### src/rtl/fcr_pkg.sv
package fcr_pkg;
   localparam logic [7:0] OP_CONT_READ = 8'hE8;
   localparam int         ADDR_BITS    = 24;
   localparam int         PG_LSB       = 10;

   typedef enum logic [2:0] {
      ST_CMD,
      ST_ADDR,
      ST_DUMMY,
      ST_DATA,
      ST_IGNORE
   } fcr_state_e;
endpackage

### src/rtl/fcr_sampler.sv
module fcr_sampler #(
   parameter int STAGES = 2
) (
   input  logic clk,
   input  logic rst_n,
   input  logic cs_n_in,
   input  logic sck_in,
   input  logic si_in,
   output logic cs_n_o,
   output logic si_o,
   output logic sck_rise,
   output logic sck_fall
);
   logic [STAGES-1:0] cs_p, sck_p, si_p;
   logic              sck_last;

   generate
      if (STAGES == 1) begin : g_single
         always_ff @(posedge clk or negedge rst_n) begin
            if (!rst_n) begin
               cs_p  <= '1;
               sck_p <= '0;
               si_p  <= '0;
            end else begin
               cs_p  <= cs_n_in;
               sck_p <= sck_in;
               si_p  <= si_in;
            end
         end
      end else begin : g_chain
         always_ff @(posedge clk or negedge rst_n) begin
            if (!rst_n) begin
               cs_p  <= '1;
               sck_p <= '0;
               si_p  <= '0;
            end else begin
               cs_p  <= {cs_p[STAGES-2:0], cs_n_in};
               sck_p <= {sck_p[STAGES-2:0], sck_in};
               si_p  <= {si_p[STAGES-2:0], si_in};
            end
         end
      end
   endgenerate

   always_ff @(posedge clk or negedge rst_n) begin
      if (!rst_n) sck_last <= 1'b0;
      else        sck_last <= sck_p[STAGES-1];
   end

   assign cs_n_o   = cs_p[STAGES-1];
   assign si_o     = si_p[STAGES-1];
   assign sck_rise =  sck_p[STAGES-1] & ~sck_last;
   assign sck_fall = ~sck_p[STAGES-1] &  sck_last;
endmodule

### src/rtl/fcr_addr_ctr.sv
module fcr_addr_ctr #(
   parameter int PAGE_BYTES = 16,
   parameter int PAGES      = 8,
   parameter int BYTE_W     = 4,
   parameter int PAGE_W     = 3,
   parameter int MEM_AW     = 7
) (
   input  logic              clk,
   input  logic              rst_n,
   input  logic              load,
   input  logic [PAGE_W-1:0] load_page,
   input  logic [9:0]        load_byte,
   input  logic              step,
   output logic [MEM_AW-1:0] mem_addr
);
   logic [PAGE_W-1:0] pg_q;
   logic [BYTE_W-1:0] by_q;
   logic              byte_in_range;

   assign byte_in_range = int'(load_byte) < PAGE_BYTES;

   always_ff @(posedge clk or negedge rst_n) begin
      if (!rst_n) begin
         pg_q <= '0;
         by_q <= '0;
      end else if (load) begin
         pg_q <= load_page;
         by_q <= byte_in_range ? load_byte[BYTE_W-1:0] : '0;
      end else if (step) begin
         if (by_q == BYTE_W'(PAGE_BYTES - 1)) begin
            by_q <= '0;
            pg_q <= (pg_q == PAGE_W'(PAGES - 1)) ? '0 : pg_q + PAGE_W'(1);
         end else begin
            by_q <= by_q + BYTE_W'(1);
         end
      end
   end

   assign mem_addr = MEM_AW'(pg_q) * MEM_AW'(PAGE_BYTES) + MEM_AW'(by_q);
endmodule

### src/rtl/fcr_read_engine.sv
module fcr_read_engine
   import fcr_pkg::*;
#(
   parameter int PAGE_BYTES  = 16,
   parameter int PAGES       = 8,
   parameter int DUMMY_CLKS  = 32,
   parameter int SYNC_STAGES = 2,
   localparam int DEPTH      = PAGES * PAGE_BYTES,
   localparam int MEM_AW     = $clog2(DEPTH)
) (
   input  logic              clk,
   input  logic              rst_n,
   input  logic              cs_n,
   input  logic              sck,
   input  logic              si,
   output logic              so,
   output logic              so_oe,
   output logic              mem_rd_en,
   output logic [MEM_AW-1:0] mem_addr,
   input  logic [7:0]        mem_rd_data
);
   localparam int BYTE_W = $clog2(PAGE_BYTES);
   localparam int PAGE_W = $clog2(PAGES);
   localparam int SH_W   = PG_LSB + PAGE_W;
   localparam int CNT_MX = (DUMMY_CLKS > ADDR_BITS) ? DUMMY_CLKS : ADDR_BITS;
   localparam int CNT_W  = $clog2(CNT_MX + 1);

   initial begin
      assert (PAGE_BYTES >= 2 && PAGE_BYTES <= 1024)
         else $error("PAGE_BYTES must lie in 2..1024");
      assert (PAGES >= 2 && PAGES <= 8192)
         else $error("PAGES must lie in 2..8192");
      assert (DUMMY_CLKS >= 1) else $error("DUMMY_CLKS must be at least 1");
      assert (SYNC_STAGES >= 1) else $error("SYNC_STAGES must be at least 1");
   end

   logic cs_s, si_s, sck_rise, sck_fall;

   fcr_sampler #(.STAGES(SYNC_STAGES)) u_smp (
      .clk      (clk),
      .rst_n    (rst_n),
      .cs_n_in  (cs_n),
      .sck_in   (sck),
      .si_in    (si),
      .cs_n_o   (cs_s),
      .si_o     (si_s),
      .sck_rise (sck_rise),
      .sck_fall (sck_fall)
   );

   fcr_state_e       state_q;
   logic [CNT_W-1:0] cnt_q;
   logic [SH_W-2:0]  sh_q;
   logic [SH_W-1:0]  in_bits;
   logic [6:0]       out_q;
   logic [2:0]       bit_q;
   logic [7:0]       nxt_q;
   logic             so_q, oe_q, rd_req_q, rd_ack_q;
   logic             ld, stp;

   assign in_bits = {sh_q, si_s};

   always_comb begin
      ld  = 1'b0;
      stp = 1'b0;
      if (!cs_s) begin
         if (state_q == ST_ADDR && sck_rise && cnt_q == CNT_W'(ADDR_BITS - 1))
            ld = 1'b1;
         if (state_q == ST_DATA && sck_fall && bit_q == 3'd0)
            stp = 1'b1;
      end
   end

   fcr_addr_ctr #(
      .PAGE_BYTES (PAGE_BYTES),
      .PAGES      (PAGES),
      .BYTE_W     (BYTE_W),
      .PAGE_W     (PAGE_W),
      .MEM_AW     (MEM_AW)
   ) u_ctr (
      .clk       (clk),
      .rst_n     (rst_n),
      .load      (ld),
      .load_page (in_bits[PG_LSB +: PAGE_W]),
      .load_byte (in_bits[9:0]),
      .step      (stp),
      .mem_addr  (mem_addr)
   );

   always_ff @(posedge clk or negedge rst_n) begin
      if (!rst_n) begin
         rd_req_q <= 1'b0;
         rd_ack_q <= 1'b0;
         nxt_q    <= '0;
      end else begin
         rd_req_q <= ld | stp;
         rd_ack_q <= rd_req_q;
         if (rd_ack_q) nxt_q <= mem_rd_data;
      end
   end

   always_ff @(posedge clk or negedge rst_n) begin
      if (!rst_n) begin
         state_q <= ST_CMD;
         cnt_q   <= '0;
         sh_q    <= '0;
         out_q   <= '0;
         bit_q   <= '0;
         so_q    <= 1'b0;
         oe_q    <= 1'b0;
      end else if (cs_s) begin
         state_q <= ST_CMD;
         cnt_q   <= '0;
         bit_q   <= '0;
         oe_q    <= 1'b0;
      end else begin
         unique case (state_q)
            ST_CMD: if (sck_rise) begin
               sh_q <= in_bits[SH_W-2:0];
               if (cnt_q == CNT_W'(7)) begin
                  cnt_q   <= '0;
                  state_q <= (in_bits[7:0] == OP_CONT_READ) ? ST_ADDR : ST_IGNORE;
               end else begin
                  cnt_q <= cnt_q + CNT_W'(1);
               end
            end
            ST_ADDR: if (sck_rise) begin
               sh_q <= in_bits[SH_W-2:0];
               if (cnt_q == CNT_W'(ADDR_BITS - 1)) begin
                  cnt_q   <= '0;
                  state_q <= ST_DUMMY;
               end else begin
                  cnt_q <= cnt_q + CNT_W'(1);
               end
            end
            ST_DUMMY: if (sck_rise) begin
               if (cnt_q == CNT_W'(DUMMY_CLKS - 1)) begin
                  cnt_q   <= '0;
                  bit_q   <= '0;
                  state_q <= ST_DATA;
               end else begin
                  cnt_q <= cnt_q + CNT_W'(1);
               end
            end
            ST_DATA: if (sck_fall) begin
               oe_q  <= 1'b1;
               bit_q <= bit_q + 3'd1;
               if (bit_q == 3'd0) begin
                  so_q  <= nxt_q[7];
                  out_q <= nxt_q[6:0];
               end else begin
                  so_q  <= out_q[6];
                  out_q <= {out_q[5:0], 1'b0};
               end
            end
            default: ;
         endcase
      end
   end

   assign so        = so_q;
   assign so_oe     = oe_q;
   assign mem_rd_en = rd_req_q;
endmodule

### config.mk
export PLATFORM = sky130hd
export DESIGN_NAME = fcr_read_engine
export DESIGN_NICKNAME = d
export VERILOG_FILES = /design/src/rtl/fcr_pkg.sv /design/src/rtl/fcr_sampler.sv /design/src/rtl/fcr_addr_ctr.sv /design/src/rtl/fcr_read_engine.sv
export SDC_FILE = /design/constraint.sdc
export NUM_CORES = 1
export LEC_CHECK = 0
export BUFFER_PORTS_ARGS = -buffer_cell sky130_fd_sc_hd__buf_2
export CORE_AREA = 3 3 88 90
export CTS_BUF_LIST = sky130_fd_sc_hd__clkbuf_4 sky130_fd_sc_hd__clkbuf_8
export CTS_CLUSTER_DIAMETER = 40
export DETAILED_ROUTE_END_ITERATION = 8
export DIE_AREA = 0 0 91 93
export SLEW_MARGIN = 20
export SYNTH_ARGS = -nofsm -noshare
export SYNTH_HDL_FRONTEND = slang
export SYNTH_SLANG_ARGS = --single-unit
### constraint.sdc
create_clock -name clk -period 1.7 [get_ports clk]
set_input_delay 0.34 -clock clk [delete_from_list [all_inputs] [get_ports clk]]
set_output_delay 0.34 -clock clk [all_outputs]
set_load 0.005 [all_outputs]
==> key figures, run 1 <==
Cells and area
  • Fin nets: 310
  • Share of cells above drive strength 1: 0.356
  • Area Overhead vs Synth: 25.7%
  • Ant. Diodes: 0
  • Area occupied by multi-input gates: roughly 0.0013 mm²
  • Fin cells: between 300 and 400
  • Register area: around 0.0014 mm²
  • Filler Cells Inserted: 685
  • Finished Core Util: 0.487
  • Final Instance Area: 0.00347 mm²

Critical path
  • CP Buf/Inv Count: 0
  • Critical path fanouts, max: 6
  • CP top delay family: simple AND/OR/NAND/NOR gates
  • Worst Setup End Kind: register
  • Crit-path cells: or3b_4, or3_4, mux2_4
  • Critical path arrival: 1.92 ns
  • Slowest stage cell, crit path: or3b_4
  • Crit-path max cell delay: 0.44 ns
  • Crit Path Category: register to register
  • Startpoint Class: register
  • Required @ worst endpoint: 1.92 ns

Clock tree
  • CTS Sinks: 57
  • Clk Latency, worst-skew pair: around 0.34 ns
  • CTS tree: done
  • CTS Buf Count: 9
  • H-tree Lvls: 3
  • Reg clk slew, reported paths: about 0.07 ns
  • Root buf cell: clkbuf_8
  • CTS Buffer Depth: 2

Power
  • Leakage power: 0.00164 µW
  • VDD IR max: 0.375 mV
  • Power Dens Cells: 937 mW/mm²
  • Cell-internal power: between 2000 and 2500 µW
  • Part of the power in the clock network: 0.425
  • Switching pwr: ~760 µW
  • Sw Ratio: 0.234
  • Comb pwr share: 0.097
  • Sequential power share: 0.479

Yosys
  • FF+latch count, synth: 57
  • Synth Warn #: 0
  • Largest cells by area after synthesis: dfrtp_1, mux2_4, mux2_2
  • Seq/Total Area, Yosys: 0.517
  • Cell taking the most area after synthesis: dfrtp_1
  • Post-synthesis adder-cell area fraction: 0.0272
  • Gate Count Post-Synth: 239
  • Simple-Gate Fraction of Synth Area: 0.166
  • Largest family of logic cells by synthesized area: simple AND/OR/NAND/NOR gates
  • XOR/XNOR Fraction of Synth Area: 0.0158
  • Fraction of synthesized area in multiplexers: 0.139
  • Mapped Area: 0.00276 mm²
  • Synth top area share: 0.498
  • Compound-Gate Fraction of Synth Area: 0.106
  • Post-Syn Nets: 258
  • Netlist cell types: 50
  • Synth Area per Inst: 11.6 µm²

Floorplan
  • Core Rows: 31
  • DIE HEIGHT: 93 µm
  • Die area: approximately 0.0085 mm²
  • Initial Util: 0.387
  • I/O pin count: 23
  • Chip width: around 91 µm
  • Core outline area: just over 0.007 mm²

Drt
  • DR WL/cell: ~14 µm
  • Via count: 1978
  • Vias/cell: 5.02
  • DR pass1 iterations: 4
  • Iteration-0 DRC Markers: around 120
  • Total Wirelength: about 5500 µm
  • DR DRC count: 0
  • Routed Antenna Nets: 0

Global route
  • GRT Overall Usage: 0.146
  • GRT overflow: 0
  • Vias in the first global route: 2019
  • First-pass GRT wire length: approximately 9900 µm
  • Largest net degree at the start of global routing: 58
  • Initial antenna violation count: 0

Timing
  • Hold_ws: about 0.096 ns
  • Final Skew: about 0.0065 ns
  • Tmin final: 1.70 ns
  • Fin crit share: 1.00
  • Worst rel slew slack: 0.760
  • Max Freq: 589 MHz
  • Max-slew violations: 0
  • Total Neg Setup Slack: 0 ns
  • Final setup violation count: 0
  • RSZ-0062 raised after global routing: true
  • Slew @ Worst Pin: between 0.3 and 0.4 ns
  • Final Hold Fails: 0

Placed design
  • Routability cong.: approximately 0.79
  • PortBufs: 22
  • Post-DP HPWL: between 3000 and 4000 µm
  • Placed inst area: between 0.003 and 0.004 mm²
  • Placed insts: 374

Run
  • Max-cap violation count: 0

Min path
  • HP Class: input pin to register

Outcome
  • Status: complete, no violations
-- sequential cells by signal (all words and copies together), names as in the netlist --
signal,cells
so,1
u_smp.sck_last,1
u_smp.cs_p,2
cnt_q,6
so_oe,1
mem_rd_en,1
u_ctr.by_q,4
u_smp.si_p,2
nxt_q,8
state_q,3
rd_ack_q,1
sh_q,12
out_q,7
u_ctr.pg_q,3
bit_q,3
u_smp.sck_p,2
-- routing by layer --
metal  track usage  share of wire  vias to the layer above
li1              -              -                      979
met4        0.0754          0.019                        0
met2         0.226           0.46                       32
met5             0              0                        -
met1         0.191           0.49                      960
met3        0.0362          0.036                        7
-- timing repair --
| item | in CTS | in global routing |
|---|---|---|
| pin swaps | 0 | 2 |
| hold buffers | 1 | 0 |
| resized for setup | 3 | 11 |
| endpoints found under the setup margin | 14 | 18 |
| hold endpoints to repair | 5 | 0 |
| cloned | 1 | 0 |
| setup buffers | 0 | 3 |
-- path summary, 6_finish.rpt --
check                                     endpoint  cells after the start  slack (ns)               startpoint
max in group asynchronous  u_smp.cs_p[0]$_DFF_PN1_                      3        0.86                    rst_n
max reg2reg                    sh_q[7]$_DFFE_PN0P_                      3      0.0008   state_q[2]$_DFFE_PN0P_
min reg2reg                u_smp.si_p[1]$_DFF_PN0_                      0        0.35  u_smp.si_p[0]$_DFF_PN0_
min in group asynchronous       rd_ack_q$_DFF_PN0_                      3        0.54                    rst_n
min                        u_smp.cs_p[0]$_DFF_PN1_                      1         0.1                     cs_n
max                            sh_q[7]$_DFFE_PN0P_                      3      0.0008   state_q[2]$_DFFE_PN0P_
-- placed cells by master, fill, tap and decap left out, types with 10 or more instances in the layout --
| cell type | count |
|---|---|
| a21oi_1 | 16 |
| dfrtp_1 | 55 |
| nand2_1 | 18 |
| mux2_2 | 11 |
| mux2_4 | 10 |
| o21ai_0 | 12 |
| mux2i_1 | 11 |
| buf_2 | 22 |
| nor2_1 | 13 |
| buf_4 | 27 |
-- power by group through the flow --
| stage | clock (µW) | combinational [µW] | sequential [µW] |
|---|---|---|---|
| after detailed placement | 0 | 309 | 1580 |
| after global placement | 0 | 299 | 1570 |
| after floorplan | 0 | 199 | 1550 |
| after CTS | 1420 | 316 | 1560 |
| after global routing | 1490 | 346 | 1580 |
| final | 1380 | 314 | 1560 |
-- through the flow --
step	worst slack [ns]	total power, µW
after global placement	-0.00950	1870
after global routing	-0.0414	3410
after detailed placement	-0.0616	1890
final	0.000829	3250
after CTS	-0.00758	3290
after floorplan	-0.0955	1750
-- area by class of cell --
cell class / count / area share
sequential: 57 / 0.411
multi-input combinational: 166 / 0.384
timing repair buffer: 52 / 0.102
clock buffer: 10 / 0.0378
tap: 99 / 0.0357
clock inverter: 5 / 0.0234
inverter: 5 / 0.00540
-- cells in the mapped netlist, drive strengths merged --
master / n
and3: 1
nor2: 13
nor3: 3
clkbuf: 9
nor4b: 3
nor2b: 2
ha: 6
or3: 3
a2111o: 1
buf: 3
o211a: 1
a211oi: 1
o31ai: 3
dfrtp: 55
or4: 1
nand4b: 1
mux2: 21
a22o: 1
xor2: 5
o211ai: 3
o41ai: 1
mux2i: 11
nand2b: 2
and4b: 2
nor3b: 4
nand2: 18
or3b: 3
a21oi: 16
a21o: 1
a31oi: 5
and3b: 2
o21ai: 13
a41oi: 1
nand4bb: 1
dfstp: 2
nand4: 2
nand3: 6
a31o: 1
nor4: 2
nand3b: 4
inv: 5
and2: 1
-- kinds of logic after synthesis --
| family | after synthesis |
|---|---|
| AND/OR/NAND/NOR | 74 |
| buffers and inverters | 17 |
| AO/OA/AOI/OAI | 48 |
| flip-flops | 57 |
| adder cells (fa/ha/maj) | 6 |
| XOR/XNOR | 5 |
| multiplexers | 32 |
Note: power is estimated with default switching activity, not from simulation.
==> run 2, diff against run 1 <==
==> constraint.sdc (replaced) <==
create_clock -name clk -period 1.7 [get_ports clk]
set_input_delay 0.085 -clock clk [delete_from_list [all_inputs] [get_ports clk]]
set_output_delay 0.085 -clock clk [all_outputs]
set_load 0.005 [all_outputs]
==> key figures, run 2 (same netlist as run 1, synthesis figures left out) <==
Power
  • Cell-internal power: 2350 µW
  • Leakage power: roughly 0.0016 µW
  • Power Dens Cells: 891 mW/mm²
  • Sw Ratio: 0.250
  • Pwr Total: around 3100 µW
  • Comb pwr share: 0.107
  • Part of the power in the clock network: 0.398
  • Switching pwr: roughly 780 µW
  • VDD IR max: roughly 0.48 mV
  • Sequential power share: 0.495

Global route
  • Largest net degree at the start of global routing: 33
  • Initial antenna violation count: 0
  • GRT overflow: 0
  • Met2 usage: 0.243
  • GRT Overall Usage: 0.144
  • Vias in the first global route: 2058
  • Grt peak-use layer: met2
  • Met1 Resource Use GR: 0.176
  • First-pass GRT wire length: between 9000 and 10000 µm
  • Global Route met3 Usage: 0.0459

Timing
  • Max-slew violations: 0
  • Hold_ws: around 0.3 ns
  • Worst rel slew slack: 0.596
  • Final Skew: roughly 0.008 ns
  • Slew @ Worst Pin: about 0.6 ns
  • Final setup violation count: 0
  • RSZ-0062 raised after global routing: true
  • Tmin final: around 1.7 ns
  • Final Hold Fails: 0
  • Fin crit share: 0.997
  • Max Freq: between 500 and 600 MHz

Critical path
  • Startpoint Class: register
  • Reg2reg path depth: 3
  • Crit Path Category: register to register
  • Crit-path cells: or3b_4, or3_4, mux2_4
  • Flop2flop setup slack: 0.006 ns
  • Slowest stage cell, crit path: or3b_4
  • Required @ worst endpoint: between 1.5 and 2 ns
  • Critical path fanouts, max: 6
  • Crit-path max cell delay: about 0.44 ns
  • Critical path arrival: approximately 1.9 ns
  • Worst Setup End Kind: register

Drt
  • DR DRC count: 0
  • DR WL/cell: approximately 14 µm
  • DR pass1 iterations: 6
  • Routed Antenna Nets: 0
  • Iteration-0 DRC Markers: 76
  • Via count: 2011
  • Total Wirelength: roughly 5500 µm
  • Vias/cell: approximately 5

Floorplan
  • Chip width: just over 90 µm
  • Core Rows: 31
  • Core outline area: approximately 0.007 mm²
  • Die area: about 0.0085 mm²
  • Initial Util: 0.387
  • DIE HEIGHT: approximately 93 µm
  • I/O pin count: 23

Cells and area
  • Ant. Diodes: 0
  • Most frequent cells in the layout: dfrtp_1, buf_4, buf_2, nand2_1, a21oi_1
  • Filler Cells Inserted: around 660
  • Max reg flops: 12
  • Share of cells above drive strength 1: 0.334
  • Area Overhead vs Synth: 27.1%
  • Most common cell after layout, fill and taps aside: dfrtp_1
  • Final Instance Area: roughly 0.0035 mm²
  • Fin nets: roughly 320
  • Largest registers: sh_q (12), nxt_q (8), out_q (7)
  • Largest Register: sh_q

Placed design
  • PortBufs: 22
  • Routability cong.: between 0.7 and 0.8
  • Placed inst area: 0.00314 mm²
  • Post-DP HPWL: about 3800 µm

Clock tree
  • CTS Buf Count: 9
  • CTS Buffer Depth: 2
  • Root buf cell: clkbuf_8
  • H-tree Lvls: 3
  • CTS tree: done
  • Reg clk slew, reported paths: 0.07 ns
  • CTS Sinks: 57
  • Clk Latency, worst-skew pair: approximately 0.34 ns

Run
  • Max-cap violation count: 0

Outcome
  • Status: complete, no violations

Min path
  • HP Class: input pin to async pin
## run 2: cell count changes in the layout (fill, tap and decap cells not counted), sizes merged
cell and change:
dlygate4sd3 +11, buf -2, bufinv -1, clkbuf -1
clkinv +1, clkinvlp +1, inv +1
## run 2: timing repair
action,4_1_cts,5_1_grt
hold endpoints to repair,34,0
gates cloned,1,0
resized for setup,3,6
setup buffers,0,1
hold buffers,12,0
pin swaps,0,2
setup endpoints to repair,12,18
## run 2: power groups by stage
stage                     Clock, µW  Combinational, µW  Sequential, µW
after floorplan                   0                199            1550
after global placement            0                300            1570
after detailed placement          0                312            1580
after CTS                      1290                339            1550
after global routing           1350                363            1560
final                          1250                335            1550
## run 2: routing by layer
| metal | vias to the layer above | share of wire |
|---|---|---|
| met5 | - | 0 |
| met3 | 6 | 0.037 |
| met4 | 0 | 0.010 |
| li1 | 996 | - |
| met1 | 976 | 0.46 |
| met2 | 33 | 0.49 |
## run 2: cell type report
class,instances,area [µm²],share of cell area
multi-input combinational,166,1300,0.371
timing repair buffer,61,445,0.127
tap,99,124,0.0353
sequential,57,1430,0.407
clock buffer,9,124,0.0353
clock inverter,7,68.8,0.0196
inverter,5,18.8,0.00534
## run 2: critical path: cells and delay by family (launching register included)
family           cells  cell delay [ns]
and+or+nand+nor      2             0.85
DFF                  1             0.40
muxes                1             0.32
## run 2: final timing paths
path	startpoint	end
worst min-delay path	rst_n	u_ctr.pg_q[0]$_DFFE_PN0P_
max in group asynchronous	rst_n	so_oe$_DFFE_PN0P_
worst min register to register	u_smp.si_p[0]$_DFF_PN0_	u_smp.si_p[1]$_DFF_PN0_
worst max-delay path	state_q[2]$_DFFE_PN0P_	sh_q[7]$_DFFE_PN0P_
min in group clk	u_smp.si_p[0]$_DFF_PN0_	u_smp.si_p[1]$_DFF_PN0_
worst max register to register	state_q[2]$_DFFE_PN0P_	sh_q[7]$_DFFE_PN0P_
## run 2: stage by stage
stage / std cells / TNS (ns) / util / worst slack, ns
after global routing: 404 / -0.0894 / 0.492 / -0.0157
after CTS: 403 / 0 / 0.488 / 0.00977
after global placement: 374 / 0 / 0.441 / 0.00584
after detailed placement: 374 / -0.155 / 0.441 / -0.0453
after floorplan: 239 / -0.967 / - / -0.0955
final: 404 / 0 / 0.492 / 0.00586
==> run 3, diff against run 2 <==
--- a/config.mk
+++ b/config.mk
@@ -5,12 +5,14 @@
 export SDC_FILE = /design/constraint.sdc
 export NUM_CORES = 1
 export LEC_CHECK = 0
+export ABC_AREA = 1
 export BUFFER_PORTS_ARGS = -buffer_cell sky130_fd_sc_hd__buf_2
-export CORE_AREA = 3 3 88 90
+export CORE_AREA = 3 3 87 89
 export CTS_BUF_LIST = sky130_fd_sc_hd__clkbuf_4 sky130_fd_sc_hd__clkbuf_8
 export CTS_CLUSTER_DIAMETER = 40
 export DETAILED_ROUTE_END_ITERATION = 8
-export DIE_AREA = 0 0 91 93
+export DIE_AREA = 0 0 90 92
+export PLACE_DENSITY_LB_ADDON = 0.3
 export SLEW_MARGIN = 20
 export SYNTH_ARGS = -nofsm -noshare
 export SYNTH_HDL_FRONTEND = slang
==> key figures, run 3 <==
Outcome
  • Status: complete, no violations

Timing
  • Fin crit share: 0.878
  • Max Freq: between 600 and 700 MHz
  • Hold_ws: between 0.2 and 0.3 ns
  • Slew @ Worst Pin: around 0.32 ns
  • Final Hold Fails: 0
  • Worst rel slew slack: 0.785
  • Tmin final: around 1.5 ns
  • Total Neg Setup Slack: 0 ns
  • RSZ-0062 raised after global routing: false
  • Final Skew: between 0.005 and 0.006 ns
  • Max-slew violations: 0
  • Final WS setup: approximately 0.21 ns
  • Final setup violation count: 0

Critical path
  • Worst Setup End Kind: register
  • Critical path arrival: around 1.8 ns
  • Critical path fanouts, max: 4
  • Required @ worst endpoint: a little under 2 ns
  • Startpoint Class: register
  • Crit Path Category: register to register

Drt
  • Total Wirelength: around 5200 µm
  • Vias/cell: about 4.6
  • Routed Antenna Nets: 0
  • DR DRC count: 0
  • DR pass1 iterations: 4
  • Iteration-0 DRC Markers: 83
  • Via count: 2155
  • DR WL/cell: ~11 µm

Cells and area
  • Largest Register: sh_q
  • Largest registers: sh_q (12), nxt_q (8), out_q (7)
  • Final Instance Area: ~0.0033 mm²
  • Area Overhead vs Synth: 22.0%
  • Most common cell after layout, fill and taps aside: nand2_1
  • Fin nets: between 300 and 400
  • Max reg flops: 12
  • Ant. Diodes: 0
  • Filler Cells Inserted: just under 700
  • Share of cells above drive strength 1: 0.203
  • Most frequent cells in the layout: nand2_1, dfrtp_1, nor2_1, inv_1

Global route
  • GRT Overall Usage: 0.141
  • Largest net degree at the start of global routing: 58
  • First-pass GRT wire length: approximately 9500 µm
  • Vias in the first global route: 2176
  • GRT overflow: 0
  • Initial antenna violation count: 0

Clock tree
  • CTS tree: done
  • Reg clk slew, reported paths: about 0.070 ns
  • CTS Sinks: 57
  • CTS Buffer Depth: 2
  • Clk Latency, worst-skew pair: between 0.3 and 0.4 ns
  • H-tree Lvls: 3
  • CTS Buf Count: 9
  • Root buf cell: clkbuf_8

Power
  • Leakage power: ~0.0017 µW
  • Pwr Total: approximately 3300 µW
  • Power Dens Cells: between 1000 and 1500 mW/mm²
  • VDD IR max: ~0.59 mV

Yosys
  • Most numerous cell in the Yosys netlist: nand2_1
  • Netlist cell types: 29
  • FF+latch count, synth: between 50 and 60
  • Mapped Area: between 0.002 and 0.003 mm²
  • Post-Syn Nets: 339
  • Gate Count Post-Synth: 320
  • Synth Area per Inst: 8.51 µm²
  • Largest cells by area after synthesis: dfrtp_1, nand2_1, nor2_1
  • Synth Warn #: 0
  • Asr flop ratio synth: 1.00
  • Seq/Total Area, Yosys: 0.525
  • Cell taking the most area after synthesis: dfrtp_1
  • Most frequent cells after synthesis: nand2_1, dfrtp_1, nor2_1
  • Synth top area share: 0.505
  • Predominant post-synthesis flop cell: dfrtp_1
  • Post-synth EDFFs: 0

Floorplan
  • Core outline area: 0.00683 mm²
  • I/O pin count: 23
  • Die area: 0.00828 mm²
  • DIE HEIGHT: 92 µm
  • Core Rows: 30
  • Chip width: about 90 µm
  • Initial Util: 0.399

Placed design
  • Place WS: 0.103 ns
  • Routability cong.: 0.887
  • Post-DP HPWL: 3550 µm
  • Placed inst area: approximately 0.0030 mm²
  • PortBufs: 22

Min path
  • HP Class: input pin to async pin

Run
  • Max-cap violation count: 0
==> run 3: power breakdown <==
group | switching (µW) | internal, µW
clock network | 532 | 879
registers | 99.4 | 1500
logic | 206 | 133
total | 838 | 2510
==> run 3: final timing paths <==
kind | from | endpoint | slack [ns] | depth (start not counted)
worst max-delay path | cnt_q[0]$_DFFE_PN0P_ | cnt_q[5]$_DFFE_PN0P_ | 0.21 | 10
worst min-delay path | rst_n | state_q[1]$_DFFE_PN0P_ | 0.30 | 3
worst max register to register | cnt_q[0]$_DFFE_PN0P_ | cnt_q[5]$_DFFE_PN0P_ | 0.21 | 10
worst min register to register | u_smp.si_p[0]$_DFF_PN0_ | u_smp.si_p[1]$_DFF_PN0_ | 0.35 | 0
max in group asynchronous | rst_n | u_smp.cs_p[0]$_DFF_PN1_ | 1.12 | 3
min in group clk | u_smp.si_p[0]$_DFF_PN0_ | u_smp.si_p[1]$_DFF_PN0_ | 0.35 | 0
==> run 3: worst max-delay path, cell delays in order, from the launching register on <==
cell and delay [ns]:
dfrtp_1 0.41, ha_1 0.23, nand2_2 0.13, inv_1 0.07, nand3_1 0.09, nand2_1 0.07
nand2_1 0.10, nand2_1 0.10, nand2_2 0.11, nand2_1 0.06, nor2_1 0.07
==> run 3: kinds of logic (layout without fill, tap and decap cells) <==
kind of cell / Yosys count / count (layout) / share of synthesized area
buf+inv: 39 / 89 / 0.0593
mux: 7 / 7 / 0.0289
xor+xnor: 2 / 2 / 0.00643
fa+ha+maj: 6 / 6 / 0.0276
compound gates: 34 / 34 / 0.0712
simple gates: 175 / 175 / 0.282
flops: 57 / 57 / 0.525
==> run 3: per-stage QoR <==
stage	util	instances
2_1_floorplan	-	320
3_3_place_gp	0.433	436
3_5_place_dp	0.433	436
4_1_cts	0.483	464
5_1_grt	0.487	466
6_report	0.487	466
==> run 3: final cells by class <==
| cell class | instances | area [µm²] | share of cell area |
|---|---|---|---|
| flip-flops and latches | 57 | 1430 | 0.430 |
| multi-input cells | 224 | 1140 | 0.344 |
| repair buffers | 39 | 280 | 0.0843 |
| clock buffers | 11 | 145 | 0.0437 |
| inverters | 34 | 129 | 0.0388 |
| well taps | 96 | 120 | 0.0361 |
| clock inverters | 5 | 78.8 | 0.0237 |
==> run 3: layer usage <==
layer / global-route usage / routed length (µm) / up-vias
li1: - / - / 1120
met1: 0.170 / 2500 / 988
met2: 0.231 / 2420 / 37
met3: 0.0492 / 209 / 10
met4: 0.0536 / 92 / 0
met5: 0 / 0 / -
==> run 3: repair_timing <==
item,CTS,global route
setup endpoints to repair,0,14
resized for setup,0,3
hold endpoints to repair,66,0
setup buffers,0,2
hold buffers,12,0
